## config.mk

```make
export PLATFORM = sky130hd
export DESIGN_NAME = tick_watchdog
export DESIGN_NICKNAME = d
export VERILOG_FILES = /design/src/rtl/twd_pkg.sv /design/src/rtl/twd_regs.sv /design/src/rtl/twd_tick.sv /design/src/rtl/twd_count.sv /design/src/rtl/tick_watchdog.sv
export SDC_FILE = /design/constraint.sdc
export NUM_CORES = 1
export LEC_CHECK = 0
export ABC_AREA = 0
export BUFFER_PORTS_ARGS = -buffer_cell sky130_fd_sc_hd__buf_4
export CAP_MARGIN = 20
export CORE_MARGIN = 5
export CORE_UTILIZATION = 53
export DETAILED_ROUTE_END_ITERATION = 8
export PLACE_DENSITY = 0.75
export SLEW_MARGIN = 0
export SYNTH_ARGS = -nofsm -noshare
export SYNTH_HDL_FRONTEND = slang
export SYNTH_HIERARCHICAL = 1
export SYNTH_SLANG_ARGS = --single-unit
```

## constraint.sdc

```tcl
create_clock -name clk -period 3.3 [get_ports clk]
set_input_delay 0 -clock clk [delete_from_list [all_inputs] [get_ports clk]]
set_output_delay 0 -clock clk [all_outputs]
set_load 0.1 [all_outputs]
```

## src/rtl/twd_pkg.sv

```systemverilog
package twd_pkg;
  localparam int NSRC = 3;

  typedef enum logic [1:0] {
    SEL_LIMIT = 2'd0,
    SEL_RUN   = 2'd1,
    SEL_COUNT = 2'd2,
    SEL_CTRL  = 2'd3
  } twd_sel_e;
endpackage

```

## src/rtl/twd_regs.sv

```systemverilog
module twd_regs #(
  parameter int DW    = 16,
  parameter int PSC_W = 3
) (
  input  logic                     clk,
  input  logic                     rst,
  input  logic                     wr,
  input  logic [1:0]               word,
  input  logic [DW-1:0]            wdata,
  input  logic [DW-1:0]            cnt,
  output logic [DW-1:0]            limit,
  output logic                     run,
  output logic [twd_pkg::NSRC-1:0] src,
  output logic [PSC_W-1:0]         code,
  output logic                     ctrl_wr,
  output logic                     cnt_wr,
  output logic [DW-1:0]            rdata
);
  import twd_pkg::*;

  localparam int CTRL_W = NSRC + PSC_W;

  twd_sel_e          sel;
  logic [CTRL_W-1:0] ctrl_q;

  assign sel     = twd_sel_e'(word);
  assign ctrl_wr = wr && (sel == SEL_CTRL);
  assign cnt_wr  = wr && (sel == SEL_COUNT);
  assign src     = ctrl_q[NSRC-1:0];
  assign code    = ctrl_q[CTRL_W-1:NSRC];

  always_ff @(posedge clk) begin
    if (rst) begin
      limit  <= '0;
      run    <= 1'b0;
      ctrl_q <= '0;
    end else if (wr) begin
      case (sel)
        SEL_LIMIT: limit  <= wdata;
        SEL_RUN:   run    <= wdata[0];
        SEL_CTRL:  ctrl_q <= wdata[CTRL_W-1:0];
        default:   ;
      endcase
    end
  end

  always_ff @(posedge clk) begin
    if (rst) begin
      rdata <= '0;
    end else begin
      case (sel)
        SEL_LIMIT: rdata <= limit;
        SEL_RUN:   rdata <= {{(DW-1){1'b0}}, run};
        SEL_COUNT: rdata <= cnt;
        default:   rdata <= {{(DW-CTRL_W){1'b0}}, ctrl_q};
      endcase
    end
  end
endmodule

```

## src/rtl/twd_tick.sv

```systemverilog
module twd_tick #(
  parameter int PSC_W   = 3,
  parameter int PSC_MAX = 5
) (
  input  logic                     clk,
  input  logic                     rst,
  input  logic                     run,
  input  logic                     clr,
  input  logic [twd_pkg::NSRC-1:0] src,
  input  logic [twd_pkg::NSRC-1:0] strb,
  input  logic [PSC_W-1:0]         code,
  output logic                     tick
);
  import twd_pkg::*;

  localparam int PRE_W = 2 * PSC_MAX;

  logic [PRE_W-1:0]  pre_q;
  logic [PRE_W-1:0]  lim;
  logic [PSC_W-1:0]  eff;
  logic [NSRC-1:0]   gated;
  logic              single;
  logic              hit;

  genvar g;
  generate
    for (g = 0; g < NSRC; g++) begin : g_gate
      assign gated[g] = src[g] & strb[g];
    end
  endgenerate

  always_comb begin
    single = (src != '0) && ((src & (src - 1'b1)) == '0);
    hit    = single && (gated != '0);
    eff    = (code > PSC_W'(PSC_MAX)) ? PSC_W'(PSC_MAX) : code;
    lim    = {PRE_W{1'b1}} >> (2 * (PSC_MAX - int'(eff)));
    tick   = run && hit && (pre_q == lim);
  end

  always_ff @(posedge clk) begin
    if (rst || clr || !run) begin
      pre_q <= '0;
    end else if (hit) begin
      pre_q <= (pre_q == lim) ? '0 : pre_q + 1'b1;
    end
  end
endmodule

```

## src/rtl/twd_count.sv

```systemverilog
module twd_count #(
  parameter int DW = 16
) (
  input  logic          clk,
  input  logic          rst,
  input  logic          tick,
  input  logic          ld,
  input  logic [DW-1:0] ld_val,
  input  logic [DW-1:0] limit,
  output logic [DW-1:0] cnt,
  output logic          fire
);
  logic expired_q;

  always_ff @(posedge clk) begin
    if (rst) begin
      cnt       <= '0;
      expired_q <= 1'b0;
      fire      <= 1'b0;
    end else begin
      fire <= 1'b0;
      if (ld) begin
        cnt       <= ld_val;
        expired_q <= 1'b0;
      end else if (tick && !expired_q) begin
        if (cnt == limit) begin
          fire      <= 1'b1;
          expired_q <= 1'b1;
        end else begin
          cnt <= cnt + 1'b1;
        end
      end
    end
  end
endmodule

```

## src/rtl/tick_watchdog.sv

```systemverilog
module tick_watchdog #(
  parameter int CNT_W   = 16,
  parameter int PSC_W   = 3,
  parameter int PSC_MAX = 5
) (
  input  logic             clk,
  input  logic             rst,
  input  logic             src_periph,
  input  logic             src_rtc,
  input  logic             src_ext,
  input  logic             bus_wr,
  input  logic [1:0]       bus_word,
  input  logic [CNT_W-1:0] bus_wdata,
  output logic [CNT_W-1:0] bus_rdata,
  output logic             reset_req
);
  import twd_pkg::*;

  logic [CNT_W-1:0] limit_q;
  logic [CNT_W-1:0] cnt_val;
  logic             run_q;
  logic [NSRC-1:0]  src_q;
  logic [PSC_W-1:0] code_q;
  logic             ctrl_wr;
  logic             cnt_wr;
  logic             tick;
  logic [NSRC-1:0]  strb;

  assign strb = {src_ext, src_rtc, src_periph};

  twd_regs #(.DW(CNT_W), .PSC_W(PSC_W)) u_regs (
    .clk(clk), .rst(rst), .wr(bus_wr), .word(bus_word), .wdata(bus_wdata),
    .cnt(cnt_val), .limit(limit_q), .run(run_q), .src(src_q), .code(code_q),
    .ctrl_wr(ctrl_wr), .cnt_wr(cnt_wr), .rdata(bus_rdata)
  );

  twd_tick #(.PSC_W(PSC_W), .PSC_MAX(PSC_MAX)) u_tick (
    .clk(clk), .rst(rst), .run(run_q), .clr(ctrl_wr | cnt_wr),
    .src(src_q), .strb(strb), .code(code_q), .tick(tick)
  );

  twd_count #(.DW(CNT_W)) u_count (
    .clk(clk), .rst(rst), .tick(tick), .ld(cnt_wr), .ld_val(bus_wdata),
    .limit(limit_q), .cnt(cnt_val), .fire(reset_req)
  );
endmodule

```

Yosys cells after proc, flatten, opt, wreduce, memory -nomap -nowiden
Cells that the tools add are included.
{"block": "word_totals", "mem_count": 0, "wordCells": 56, "ram_bits": 0, "rom_bits": 0, "in_bits": 24, "out_inout_bits": 17, "latch_bits": 0, "ff_bits": 67}
{"block": "classes", "n_reduce_logical": 23, "shifts": 1, "multipliers": 0, "eq_ne": 6, "n_addsub": 4, "n_mux": 7, "n_div": 0, "n_lt_le_gt_ge": 1, "bitwise": 6}
{"cell": "two-way mux 16 bit", "n": 3}
{"cell": "case mux 16 bit (3 select lines)", "n": 1}
{"cell": ">> shifter 10 x 32 -> 10 bit, first input constant", "n": 1}
{"cell": "adder 16 x 1 -> 16 bit, second input constant", "n": 1}
{"cell": "equality test 16 bit", "n": 1}
{"cell": "adder 10 x 1 -> 10 bit, second input constant", "n": 1}
{"cell": "equality test 10 bit", "n": 1}
{"cell": "two-way mux 10 bit", "n": 1}
{"cell": "AND reduction 2 bit", "n": 5}
{"cell": "logical AND 1 bit", "n": 7}
{"cell": "nonzero test 3 bit", "n": 2}
{"cell": "equality test 2 bit, second input constant", "n": 2}
{"cell": "subtractor 3 x 3 -> 4 bit, first input constant", "n": 1}
{"cell": "bitwise AND 1 bit", "n": 3}
{"cell": "bitwise AND 3 bit", "n": 1}
{"cell": "> comparator 3 bit, second input constant", "n": 1}
{"cell": "logical NOT 3 bit", "n": 1}
{"cell": "two-way mux 3 bit", "n": 1}
{"cell": "OR reduction 3 bit", "n": 1}
{"cell": "subtractor 3 x 1 -> 3 bit, second input constant", "n": 1}
{"cell": "equality test 2 x 1 -> 1 bit, second input constant", "n": 1}
{"cell": "logical NOT 1 bit", "n": 2}
{"cell": "logical NOT 2 bit", "n": 1}
{"cell": "logical OR 1 bit", "n": 2}
{"cell": "other kinds (6)", "n": 6}

Logic depth before layout (Yosys ltp)
Gate-level depths: netlist (run 1).
{"block": "depth", "ltp_word": 10, "ltp_mapped": 14, "mapped_depth_nobuf": 13}

Modules after synthesis
Netlist (run 1), hierarchy kept.
{"module": "twd_regs", "area_each_um2": 1636.6, "n_inst": 1, "cells_per_inst": 152, "seq_area_each_um2": 780.7}
{"module": "twd_count", "area_each_um2": 1242.4, "n_inst": 1, "cells_per_inst": 148, "seq_area_each_um2": 360.3}
{"module": "twd_tick", "area_each_um2": 658.1, "n_inst": 1, "cells_per_inst": 75, "seq_area_each_um2": 200.2}
{"module": "tick_watchdog", "area_each_um2": 6.3, "n_inst": 1, "cells_per_inst": 1, "seq_area_each_um2": 0.0}

Worst setup path before layout (run 1)
No wires, ideal clock.
{"block": "synth_path", "path_kind": "reg-to-reg", "start": "register u_regs.ctrl_q[4]", "end": "register u_count.cnt[13]", "setup_slack_ns": -0.097, "required_time_ns": 3.212, "setup_ns": 0.088, "n_path_buf": 1, "path_stages_with_launch": 13, "t_arrival_ns": 3.309, "period_less_slack_ns": 3.397, "cell_sequence": "dfxtp_1 > or2b_1 > ha_1 > nor3_1 > or3_4 > a2111oi_4 > and2_1 > nor2b_1 > and3_1 > clkbuf_2 > nand4_1 > or3_1 > a311oi_2"}
{"block": "synth_between", "elab_chain_cells": 9}
{"element": "start: declaration", "line": "twd_regs.sv:24", "source": "logic [CTRL_W-1:0] ctrl_q;"}
{"element": "start signal: assignment", "line": "twd_regs.sv:41", "source": "SEL_CTRL: ctrl_q <= wdata[CTRL_W-1:0];"}
{"element": "> comparator 3 bit", "line": "twd_tick.sv:35", "source": "eff = (code > PSC_W'(PSC_MAX)) ? PSC_W'(PSC_MAX) : code;"}
{"element": "two-way mux 3 bit *", "line": "twd_tick.sv:35"}
{"element": "subtractor 3 x 3 -> 4 bit *", "line": "twd_tick.sv:36", "source": "lim = {PRE_W{1'b1}} >> (2 * (PSC_MAX - int'(eff)));"}
{"element": ">> shifter 10 x 32 -> 10 bit *", "line": "twd_tick.sv:36"}
{"element": "equality test 10 bit *", "line": "twd_tick.sv:37", "source": "tick = run && hit && (pre_q == lim);"}
{"element": "logical AND 1 bit *", "line": "twd_tick.sv:37"}
{"element": "named net tick", "line": "tick_watchdog.sv:26", "source": "logic tick;"}
{"element": "logical AND 1 bit *", "line": "twd_count.sv:25", "source": "end else if (tick && !expired_q) begin"}
{"element": "nonzero test 2 bit (no line) *"}
{"element": "AND reduction 2 bit (no line) *"}
{"element": "end signal: assignment", "line": "twd_count.sv:23", "source": "cnt <= ld_val;"}
{"element": "end signal: assignment", "line": "twd_count.sv:30", "source": "cnt <= cnt + 1'b1;"}
{"element": "end: declaration", "line": "twd_count.sv:10", "source": "output logic [DW-1:0] cnt,"}
Mark *: on every way through the listed nets, which the timed path passes. The rest lies on a longest branch.
A chain may end at the register's enable or synchronous reset.

Final worst setup path (run 1)
{"block": "layout_path", "start": "register u_regs.ctrl_q[4]", "end": "register u_count.cnt[15]"}
The elaborated chain is that of the path after synthesis.

==> report_table.html, run 1 <==
<table>
<tr><th>Metric</th><th>Value</th></tr>
<tr><th colspan="2">Critical path</th></tr>
<tr><td>Crit path max fanout</td><td>8</td></tr>
<tr><td>Arrival time worst endpoint</td><td>3.36 ns</td></tr>
<tr><td>Category of cells accounting for the largest share of critical-path delay</td><td>simple AND/OR/NAND/NOR gates</td></tr>
<tr><td>Critical Path Max Stage Delay</td><td>between 0.3 and 0.4 ns</td></tr>
<tr><td>Crit path required time</td><td>roughly 3.5 ns</td></tr>
<tr><td>Critical register-to-register path endpoint</td><td>u_count/cnt[15]</td></tr>
<tr><td>Launching element type of the critical path</td><td>flip-flop</td></tr>
<tr><td>Worst reg2reg path depth</td><td>11</td></tr>
<tr><td>CP cell instances</td><td>or2b_4 &gt; ha_4 &gt; nor3_2 &gt; or3_4 &gt; a2111oi_4 &gt; and2_4 &gt; nor2b_4 &gt; and3_4 &gt; nand3_1 &gt; o31a_1 &gt; a2111oi_1</td></tr>
<tr><td>Reg2Reg Setup Slack</td><td>between 0.15 and 0.2 ns</td></tr>
<tr><td>Buf/Inv on CP</td><td>0</td></tr>
<tr><td>Library cell contributing the largest single delay on the critical path</td><td>sky130_fd_sc_hd__a2111oi_1</td></tr>
<tr><td>Kind of capture point of the worst setup path</td><td>flip-flop</td></tr>
<tr><td>Worst Setup Path Type</td><td>reg2reg</td></tr>
<tr><td>Startpoint of the worst-slack reg-to-reg timing path</td><td>u_regs/ctrl_q[4]</td></tr>
<tr><th colspan="2">Yosys</th></tr>
<tr><td>Synthesized netlist cell count</td><td>roughly 380</td></tr>
<tr><td>FF+latch count, synth</td><td>between 60 and 70</td></tr>
<tr><td>Nets in the synthesized netlist</td><td>between 400 and 500</td></tr>
<tr><td>Portion of synthesized cell area occupied by the leading cell type</td><td>a little under two fifths</td></tr>
<tr><td>Post-synth top flop</td><td>sky130_fd_sc_hd__dfxtp_1</td></tr>
<tr><td>Leading area contributor after synthesis</td><td>sky130_fd_sc_hd__dfxtp_1</td></tr>
<tr><td>Syn Area/Cell</td><td>about 9.4 sq um</td></tr>
<tr><td>Total of warnings raised by yosys</td><td>6</td></tr>
<tr><td>Netlist Area Pre-Place</td><td>0.003543 sq mm</td></tr>
<tr><td>EDFF count, synth</td><td>0</td></tr>
<tr><td>Async set or reset register ratio after synthesis</td><td>0%</td></tr>
<tr><td>Count of cell types in the netlist</td><td>53</td></tr>
<tr><td>Top area cells in the synthesized netlist</td><td>sky130_fd_sc_hd__dfxtp_1 (38%), sky130_fd_sc_hd__mux2i_1 (12%), sky130_fd_sc_hd__nand2b_1 (7.2%)</td></tr>
<tr><td>Sequential area share after synthesis</td><td>between 30% and 40%</td></tr>
<tr><th colspan="2">STA</th></tr>
<tr><td>Final max-slew violation count</td><td>0</td></tr>
<tr><td>Minimum hold slack</td><td>0.07050 ns</td></tr>
<tr><td>Period utilisation layout</td><td>between 90 and 100%</td></tr>
<tr><td>Number of endpoints failing setup at the final stage</td><td>0</td></tr>
<tr><td>Slew Limit Headroom</td><td>around half</td></tr>
<tr><td>Min Clock Period, post-route</td><td>about 3.1 ns</td></tr>
<tr><td>Final clock skew</td><td>roughly 0.0074 ns</td></tr>
<tr><td>Worst Max-Slew Pin Slew</td><td>0.7691 ns</td></tr>
<tr><td>RSZ-0062 raised after global routing</td><td>no</td></tr>
<tr><td>Fin. Hold Viols</td><td>0</td></tr>
<tr><td>Maximum achievable frequency</td><td>between 0.3 and 0.4 GHz</td></tr>
<tr><th colspan="2">Place</th></tr>
<tr><td>Dpl hpwl</td><td>5712 um</td></tr>
<tr><td>Placer's final routability congestion estimate</td><td>roughly 0.84</td></tr>
<tr><td>Port buffer count</td><td>40</td></tr>
<tr><th colspan="2">Die</th></tr>
<tr><td>Initial cell density of the core</td><td>a little under three fifths</td></tr>
<tr><td>Floorplan die area</td><td>roughly 0.0084 sq mm</td></tr>
<tr><td>Height of the die</td><td>roughly 92 um</td></tr>
<tr><td>Core area</td><td>roughly 0.0064 sq mm</td></tr>
<tr><td>Number of rows in the core area</td><td>29</td></tr>
<tr><td>Horizontal die dimension</td><td>approximately 92 um</td></tr>
<tr><td>Number of ports placed on the die boundary</td><td>a little over 40</td></tr>
<tr><th colspan="2">Power</th></tr>
<tr><td>Maximum ir drop on the vdd rail</td><td>between 0.0002 and 0.00025 V</td></tr>
<tr><td>Overall Power</td><td>about 1.7 mW</td></tr>
<tr><td>Share of power burned in combinational logic</td><td>approximately 14%</td></tr>
<tr><td>Total power per unit cell area</td><td>approximately 410 mW/mm^2</td></tr>
<tr><td>Clock power frac</td><td>between 30% and 40%</td></tr>
<tr><td>Internal power component</td><td>roughly 1.3 mW</td></tr>
<tr><td>P_leak</td><td>roughly 1.6 nW</td></tr>
<tr><td>Psw</td><td>between 0.4 and 0.5 mW</td></tr>
<tr><td>Sequential group share of total power</td><td>roughly half</td></tr>
<tr><td>Switching share of total power</td><td>between 20% and 30%</td></tr>
<tr><th colspan="2">Clock network</th></tr>
<tr><td>Number of clock sinks</td><td>67</td></tr>
<tr><td>CTS root buf</td><td>sky130_fd_sc_hd__clkbuf_8</td></tr>
<tr><td>Insertion delay to the later sink of the worst-skew pair</td><td>~0.34 ns</td></tr>
<tr><td>Clock tree buffer depth</td><td>2</td></tr>
<tr><td>Total CTS buffers</td><td>9</td></tr>
<tr><td>H-Tree Depth</td><td>3</td></tr>
<tr><td>CTS tree</td><td>built</td></tr>
<tr><td>CTS clk-pin slew, worst paths</td><td>~0.07 ns</td></tr>
<tr><td>Post-CTS setup buffer count</td><td>0</td></tr>
<tr><th colspan="2">Run status</th></tr>
<tr><td>Result of the run</td><td>completed</td></tr>
<tr><th colspan="2">Hold path</th></tr>
<tr><td>Startpoint of the most critical hold path</td><td>bus_word[0]</td></tr>
<tr><td>Terminating pin of the worst hold path</td><td>u_regs/run</td></tr>
<tr><td>Worst Hold Class</td><td>in2reg</td></tr>
<tr><td>Hold Crit Depth</td><td>3</td></tr>
<tr><th colspan="2">Drt</th></tr>
<tr><td>Detail-routed net length per standard cell</td><td>between 15 and 20 um</td></tr>
<tr><td>Number of vias after detailed routing</td><td>2914</td></tr>
<tr><td>Drt first-iter violations</td><td>186</td></tr>
<tr><td>Number of vias per cell after detailed routing</td><td>around 5.7</td></tr>
<tr><td>Pre-antenna DRT Iters</td><td>5</td></tr>
<tr><td>Antenna violation net count after detailed routing</td><td>0</td></tr>
<tr><td>WL final</td><td>8106 um</td></tr>
<tr><td>DRC violations left</td><td>0</td></tr>
<tr><th colspan="2">Global routing</th></tr>
<tr><td>Number of global-route vias before repair</td><td>between 2k and 3k</td></tr>
<tr><td>Initial antenna violation count</td><td>0</td></tr>
<tr><td>Largest net degree at the start of global routing</td><td>62</td></tr>
<tr><td>Global-route usage over all layers</td><td>between 10% and 20%</td></tr>
<tr><td>Total overflow reported by the global router</td><td>0</td></tr>
<tr><td>Global-route wire length before repair</td><td>13140 um</td></tr>
<tr><th colspan="2">Layout</th></tr>
<tr><td>Antenna Diode Count</td><td>0</td></tr>
<tr><td>Util after Layout</td><td>between 60% and 70%</td></tr>
<tr><td>Total number of nets in the final design</td><td>456</td></tr>
<tr><td>Final-layout fill cell count</td><td>~550</td></tr>
<tr><td>Fraction of final layout cells sized beyond drive strength 1</td><td>19.17%</td></tr>
<tr><td>Layout-stage area growth over the synthesis result</td><td>19.56%</td></tr>
<tr><th colspan="2">Run</th></tr>
<tr><td>Max-cap violation count</td><td>0</td></tr>
</table>
## layout make-up
class                           count  area, sq um  share of cell area (%)
Sequential cell                    67         1343                   31.69
Tap cell                           77        96.34                   2.274
Clock buffer                       12        155.1                   3.662
Clock inverter                      4        25.02                  0.5907
Timing Repair Buffer               63        515.5                   12.17
Multi-Input combinational cell    280         2076                   49.00
Inverter                            7        26.28                  0.6202
## stage by stage
step | worst slack [ns] | TNS, ns | instances | area [sq um]
after global placement | 0.09865 | 0 | 477 | 3869
after global routing | 0.01515 | 0 | 510 | 4237
final | 0.1750 | 0 | 510 | 4237
after detailed placement | -0.04840 | -0.04840 | 477 | 3869
after floorplan | 0.03268 | 0 | 376 | 3563
after CTS | 0.01586 | 0 | 510 | 4220
## power groups by stage
stage | Sequential, mW | Combinational [mW] | Clock [mW]
final | 0.860 | 0.251 | 0.619
after global routing | 0.863 | 0.271 | 0.671
after CTS | 0.860 | 0.250 | 0.632
after detailed placement | 0.878 | 0.233 | 0
after global placement | 0.877 | 0.229 | 0
after floorplan | 0.898 | 0.153 | 0
## layout by cell type (no fill, tap or decap), types with 3 or more instances in the layout
cell,count
sky130_fd_sc_hd__buf_4,46
sky130_fd_sc_hd__or2_2,3
sky130_fd_sc_hd__o21bai_1,4
sky130_fd_sc_hd__and3_1,6
sky130_fd_sc_hd__nand3_1,9
sky130_fd_sc_hd__xnor2_1,17
sky130_fd_sc_hd__nor3_1,12
sky130_fd_sc_hd__or4_1,5
sky130_fd_sc_hd__a2111oi_1,3
sky130_fd_sc_hd__nor4b_1,3
sky130_fd_sc_hd__or3_1,6
sky130_fd_sc_hd__o21ai_1,3
sky130_fd_sc_hd__inv_1,7
sky130_fd_sc_hd__mux2i_1,42
sky130_fd_sc_hd__dfxtp_1,66
sky130_fd_sc_hd__a311oi_2,3
sky130_fd_sc_hd__o22ai_1,5
sky130_fd_sc_hd__a311oi_1,5
sky130_fd_sc_hd__nand2_1,12
sky130_fd_sc_hd__nor2_1,31
sky130_fd_sc_hd__a21oi_1,3
sky130_fd_sc_hd__clkbuf_8,11
sky130_fd_sc_hd__ha_1,3
sky130_fd_sc_hd__o21a_1,5
sky130_fd_sc_hd__nand4_1,10
sky130_fd_sc_hd__dlygate4sd3_1,17
sky130_fd_sc_hd__nand2b_1,41
sky130_fd_sc_hd__xor2_1,8
sky130_fd_sc_hd__nor4bb_1,3
sky130_fd_sc_hd__a31oi_1,3
sky130_fd_sc_hd__o31ai_1,5
## synth_stat cells (4+ instances only)
master / n
sky130_fd_sc_hd__buf_6: 4
sky130_fd_sc_hd__o31ai_1: 5
sky130_fd_sc_hd__mux2i_1: 42
sky130_fd_sc_hd__nand4_1: 10
sky130_fd_sc_hd__or3_1: 6
sky130_fd_sc_hd__dfxtp_1: 67
sky130_fd_sc_hd__inv_1: 7
sky130_fd_sc_hd__o21a_1: 5
sky130_fd_sc_hd__clkbuf_1: 13
sky130_fd_sc_hd__nand2b_1: 41
sky130_fd_sc_hd__nor2_1: 31
sky130_fd_sc_hd__or4_1: 5
sky130_fd_sc_hd__xnor2_1: 17
sky130_fd_sc_hd__a311oi_1: 5
sky130_fd_sc_hd__ha_1: 4
sky130_fd_sc_hd__nand2_1: 12
sky130_fd_sc_hd__xor2_1: 8
sky130_fd_sc_hd__o21bai_1: 4
sky130_fd_sc_hd__nor3_1: 13
sky130_fd_sc_hd__o22ai_1: 5
sky130_fd_sc_hd__nand3_1: 9
sky130_fd_sc_hd__and3_1: 7
## routing by layer
| metal | global-route usage, % | part of all wire, % | routed length, um | vias up |
|---|---|---|---|---|
| met5 | 0 | 0 | 0 | - |
| met4 | 8.416 | 1.5 | 119 | 0 |
| met3 | 3.928 | 5.7 | 458 | 11 |
| met2 | 29.40 | 45 | 3669 | 74 |
| met1 | 27.10 | 48 | 3859 | 1377 |
| li1 | - | - | - | 1452 |
## worst max path at each step
stage / from / cells past startpoint / end
global placement: u_regs/ctrl_q[4] / 11 / u_count/cnt[13]
CTS: u_regs/ctrl_q[4] / 11 / u_count/cnt[15]
floorplan: u_regs/ctrl_q[4] / 12 / u_count/cnt[13]
finish: u_regs/ctrl_q[4] / 11 / u_count/cnt[15]
global route: u_regs/ctrl_q[4] / 11 / u_count/cnt[15]
detailed placement: u_regs/ctrl_q[4] / 11 / u_count/cnt[15]
## worst register-to-register path: cells and delay by family, from the launching register on
| kind | cells | cell delay, ns |
|---|---|---|
| AO/OA/AOI/OAI | 3 | 0.94 |
| adder cells (fa/ha/maj) | 1 | 0.29 |
| flip-flops | 1 | 0.35 |
| AND/OR/NAND/NOR | 7 | 1.43 |
## sequential cells by signal, summed over array words and instances (netlist names)
signal             cells
u_regs/run             1
u_regs/limit          16
u_count/cnt           16
u_regs/rdata          16
u_count/fire           1
u_tick/pre_q          10
u_count/expired_q      1
u_regs/ctrl_q          6
## cell families after synthesis
family / after synthesis / synth area share [%]
compound gates: 46 / 10.81
xor+xnor: 25 / 6.179
fa+ha+maj: 4 / 1.412
buf+inv: 29 / 4.591
flops: 67 / 37.85
mux: 43 / 12.50
simple gates: 162 / 26.66
## repair_timing
item	in CTS	in global routing
endpoints found under the hold margin	37	0
resized for setup	1	5
hold buffers	17	0
endpoints found under the setup margin	3	6
Power figures use the tool's default switching activity.
==> inputs of run 2 (changes only) <==
BUFFER_PORTS_ARGS = -buffer_cell sky130_fd_sc_hd__buf_2   (was -buffer_cell sky130_fd_sc_hd__buf_4)
PLACE_DENSITY = 0.76   (was 0.75)
==> run 2 against run 1 <==
Die area did not move. Critical path depth unchanged. Final cell count rose by 1.2%. Sequential share of layout area rose by 0.48 points. Sequential power barely moved. Clock-buffer cell count stayed put. Routed wire length up 0.44%. Register-to-register slack got worse by 0.05 ns. Worst hold slack got worse by 0.057 ns. Largest cell class unchanged. Highest routed layer unchanged.
==> report_table.html, run 2 (same netlist as run 1, synthesis figures left out) <==
<table>
<tr><th>Metric</th><th>Value</th></tr>
<tr><th colspan="2">Run status</th></tr>
<tr><td>Result of the run</td><td>completed</td></tr>
<tr><th colspan="2">Global routing</th></tr>
<tr><td>Initial antenna violation count</td><td>0 (unchanged)</td></tr>
<tr><td>Largest net degree at the start of global routing</td><td>62 (unchanged)</td></tr>
<tr><td>Number of global-route vias before repair</td><td>2747 (+3.4%)</td></tr>
<tr><td>Total overflow reported by the global router</td><td>0 (unchanged)</td></tr>
<tr><td>Global-route usage over all layers</td><td>19.77% (+0.25 points)</td></tr>
<tr><td>Global-route wire length before repair</td><td>13450 um (+2.3%)</td></tr>
<tr><th colspan="2">Drt</th></tr>
<tr><td>DRC violations left</td><td>0 (unchanged)</td></tr>
<tr><td>Length of routed wiring on met1</td><td>3775 um (-2.2%)</td></tr>
<tr><td>Antenna violation net count after detailed routing</td><td>0 (unchanged)</td></tr>
<tr><td>Number of vias per cell after detailed routing</td><td>5.678 (-0.62%)</td></tr>
<tr><td>Total met2 wirelength after detailed routing</td><td>3779 um (+3.0%)</td></tr>
<tr><td>Drt first-iter violations</td><td>175 (-5.9%)</td></tr>
<tr><td>Met3 wire length</td><td>505 um (+10%)</td></tr>
<tr><td>Detail-routed net length per standard cell</td><td>15.78 um (-0.72%)</td></tr>
<tr><td>Pre-antenna DRT Iters</td><td>4 (-1)</td></tr>
<tr><td>WL final</td><td>8142 um (+0.44%)</td></tr>
<tr><td>Number of vias after detailed routing</td><td>2930 (+0.55%)</td></tr>
<tr><td>Top metal layer carrying routed signals</td><td>met4</td></tr>
<tr><th colspan="2">Critical path</th></tr>
<tr><td>Crit path required time</td><td>3.56 ns (+0.03 ns)</td></tr>
<tr><td>Worst Setup Path Type</td><td>reg2reg</td></tr>
<tr><td>Crit path max fanout</td><td>6 (-2)</td></tr>
<tr><td>Launching element type of the critical path</td><td>flip-flop</td></tr>
<tr><td>Arrival time worst endpoint</td><td>3.43 ns (+0.07 ns)</td></tr>
<tr><td>Critical register-to-register path endpoint</td><td>u_count/cnt[13]</td></tr>
<tr><td>Startpoint of the worst-slack reg-to-reg timing path</td><td>u_regs/ctrl_q[4]</td></tr>
<tr><td>Worst reg2reg path depth</td><td>11 (unchanged)</td></tr>
<tr><td>Reg2Reg Setup Slack</td><td>0.13 ns (-0.05 ns)</td></tr>
<tr><td>Kind of capture point of the worst setup path</td><td>flip-flop</td></tr>
<tr><th colspan="2">STA</th></tr>
<tr><td>Worst Max-Slew Pin Slew</td><td>0.8781 ns (+0.1090 ns)</td></tr>
<tr><td>Final clock skew</td><td>0.009123 ns (+0.001735 ns)</td></tr>
<tr><td>Number of endpoints failing setup at the final stage</td><td>0 (unchanged)</td></tr>
<tr><td>Final max-slew violation count</td><td>0 (unchanged)</td></tr>
<tr><td>Slew Limit Headroom</td><td>41.46% (-7.2 points)</td></tr>
<tr><td>Fin. Hold Viols</td><td>0 (unchanged)</td></tr>
<tr><td>Maximum achievable frequency</td><td>0.3152 GHz (-1.5%)</td></tr>
<tr><td>RSZ-0062 raised after global routing</td><td>no</td></tr>
<tr><td>Setup TNS</td><td>0 ns (unchanged)</td></tr>
<tr><td>Min Clock Period, post-route</td><td>3.172 ns (+0.04725 ns)</td></tr>
<tr><td>Period utilisation layout</td><td>96.13% (+1.4 points)</td></tr>
<tr><th colspan="2">Power</th></tr>
<tr><td>Total power per unit cell area</td><td>408.3 mW/mm^2 (about the same)</td></tr>
<tr><td>P_leak</td><td>1.593 nW (+0.56%)</td></tr>
<tr><td>Maximum ir drop on the vdd rail</td><td>0.0002772 V (+20%)</td></tr>
<tr><td>Overall Power</td><td>1.704 mW (-1.5%)</td></tr>
<tr><th colspan="2">Layout</th></tr>
<tr><td>Final-layout fill cell count</td><td>524 (-4.4%)</td></tr>
<tr><td>Layout-stage area growth over the synthesis result</td><td>17.76%</td></tr>
<tr><td>Antenna Diode Count</td><td>0 (unchanged)</td></tr>
<tr><td>Fraction of final layout cells sized beyond drive strength 1</td><td>20.50% (+1.3 points)</td></tr>
<tr><td>Total number of nets in the final design</td><td>462 (+1.3%)</td></tr>
<tr><td>Leading cell type in the layout, fill and taps excluded</td><td>sky130_fd_sc_hd__dfxtp_1</td></tr>
<tr><td>Registers with the most flip-flops</td><td>u_count/cnt x16, u_regs/limit x16, u_regs/rdata x16</td></tr>
<tr><td>Most used cells in the layout excluding fill and tap cells</td><td>sky130_fd_sc_hd__dfxtp_1 (66), sky130_fd_sc_hd__mux2i_1 (42), sky130_fd_sc_hd__nand2b_1 (41)</td></tr>
<tr><th colspan="2">Clock network</th></tr>
<tr><td>CTS root buf</td><td>sky130_fd_sc_hd__clkbuf_8</td></tr>
<tr><td>CTS tree</td><td>built</td></tr>
<tr><td>CTS clk-pin slew, worst paths</td><td>0.07 ns (about the same)</td></tr>
<tr><td>Total CTS buffers</td><td>9 (unchanged)</td></tr>
<tr><td>H-Tree Depth</td><td>3 (unchanged)</td></tr>
<tr><td>Number of clock sinks</td><td>67 (unchanged)</td></tr>
<tr><td>Clock tree buffer depth</td><td>2 (unchanged)</td></tr>
<tr><td>Insertion delay to the later sink of the worst-skew pair</td><td>0.35 ns (about the same)</td></tr>
<tr><th colspan="2">Hold path</th></tr>
<tr><td>Hold Crit Depth</td><td>3 (unchanged)</td></tr>
<tr><td>Startpoint of the most critical hold path</td><td>bus_wr</td></tr>
<tr><td>Worst Hold Class</td><td>in2reg</td></tr>
<tr><td>Terminating pin of the worst hold path</td><td>u_regs/run</td></tr>
<tr><th colspan="2">Die</th></tr>
<tr><td>Number of ports placed on the die boundary</td><td>41 (unchanged)</td></tr>
<tr><td>Horizontal die dimension</td><td>91.77 um (unchanged)</td></tr>
<tr><td>Initial cell density of the core</td><td>55.17% (unchanged)</td></tr>
<tr><td>Core area</td><td>0.006422 sq mm (unchanged)</td></tr>
<tr><td>Floorplan die area</td><td>0.008421 sq mm (unchanged)</td></tr>
<tr><td>Number of rows in the core area</td><td>29 (unchanged)</td></tr>
<tr><td>Height of the die</td><td>91.77 um (unchanged)</td></tr>
<tr><th colspan="2">Run</th></tr>
<tr><td>Max-cap violation count</td><td>0 (unchanged)</td></tr>
<tr><th colspan="2">Place</th></tr>
<tr><td>Port buffer count</td><td>40 (unchanged)</td></tr>
<tr><td>Dpl hpwl</td><td>5590 um (-2.1%)</td></tr>
<tr><td>Placer's final routability congestion estimate</td><td>0.8610 (+2.5%)</td></tr>
</table>
## run 2: cell type report
class                      count  area [sq um]  share of cell area, %
clock buffer                  12         145.1                  3.478
multi-input combinational    280          2078                  49.81
inverter                       7         26.28                 0.6297
clock inverter                 4         26.28                 0.6297
tap                           77         96.34                  2.309
sequential                    67          1343                  32.17
timing repair buffer          69         457.9                  10.97
## run 2: power breakdown
group / internal (mW) / total (mW) / leakage [nW] / switching [mW]
logic: 0.103 / 0.240 / 0.963 / 0.137
registers: 0.832 / 0.861 / 0.544 / 0.0283
clock network: 0.292 / 0.603 / 0.0863 / 0.311
## run 2: worst max-delay path, cell delays in order, from the launching register on
cell                        delay [ns]
sky130_fd_sc_hd__dfxtp_2          0.33
sky130_fd_sc_hd__or2b_4           0.29
sky130_fd_sc_hd__ha_4             0.29
sky130_fd_sc_hd__nor3_2           0.05
sky130_fd_sc_hd__or3_4            0.34
sky130_fd_sc_hd__a2111oi_4        0.38
sky130_fd_sc_hd__and2_4           0.21
sky130_fd_sc_hd__nor2b_4          0.17
sky130_fd_sc_hd__and3_4           0.24
sky130_fd_sc_hd__nand4_1          0.13
sky130_fd_sc_hd__or3_1            0.42
sky130_fd_sc_hd__a311oi_2         0.24
## run 2: per-layer routing
layer / global-route usage [%] / vias to the layer above
met1: 27.18 / 1371
met3: 5.155 / 7
met4: 5.941 / 0
met2: 30.55 / 88
li1: - / 1464
met5: 0 / -
## run 2: worst max-delay path by stage
stage                           from               to  slack [ns]  cells after the start
floorplan           u_regs/ctrl_q[4]  u_count/cnt[13]        0.03                     12
global placement    u_regs/ctrl_q[4]  u_count/cnt[13]        0.11                     11
detailed placement  u_regs/ctrl_q[4]  u_count/cnt[11]        0.02                     11
CTS                 u_regs/ctrl_q[4]  u_count/cnt[13]        0.01                     11
global route        u_regs/ctrl_q[4]  u_count/cnt[13]       0.004                     11
finish              u_regs/ctrl_q[4]  u_count/cnt[13]        0.13                     11
## run 2: repair_timing
action	in CTS	in global routing
cloned	0	0
endpoints found under the setup margin	3	11
hold endpoints to repair	33	0
hold buffers	16	0
buffers inserted	0	7
gates resized for setup	1	6
pin swaps	0	4
## run 2: stage by stage
step / hold slack (ns) / setup slack [ns] / utilization, % / cell area [sq um] / instances
2_1_floorplan: 0.1417 / 0.03268 / - / 3563 / 376
3_3_place_gp: 0.2726 / 0.1085 / 58.68 / 3769 / 477
3_5_place_dp: 0.2829 / 0.01707 / 58.68 / 3769 / 477
4_1_cts: 0.001989 / 0.01216 / 63.86 / 4101 / 509
5_1_grt: 0.01548 / 0.004114 / 64.97 / 4173 / 516
6_report: 0.01360 / 0.1277 / 64.97 / 4173 / 516
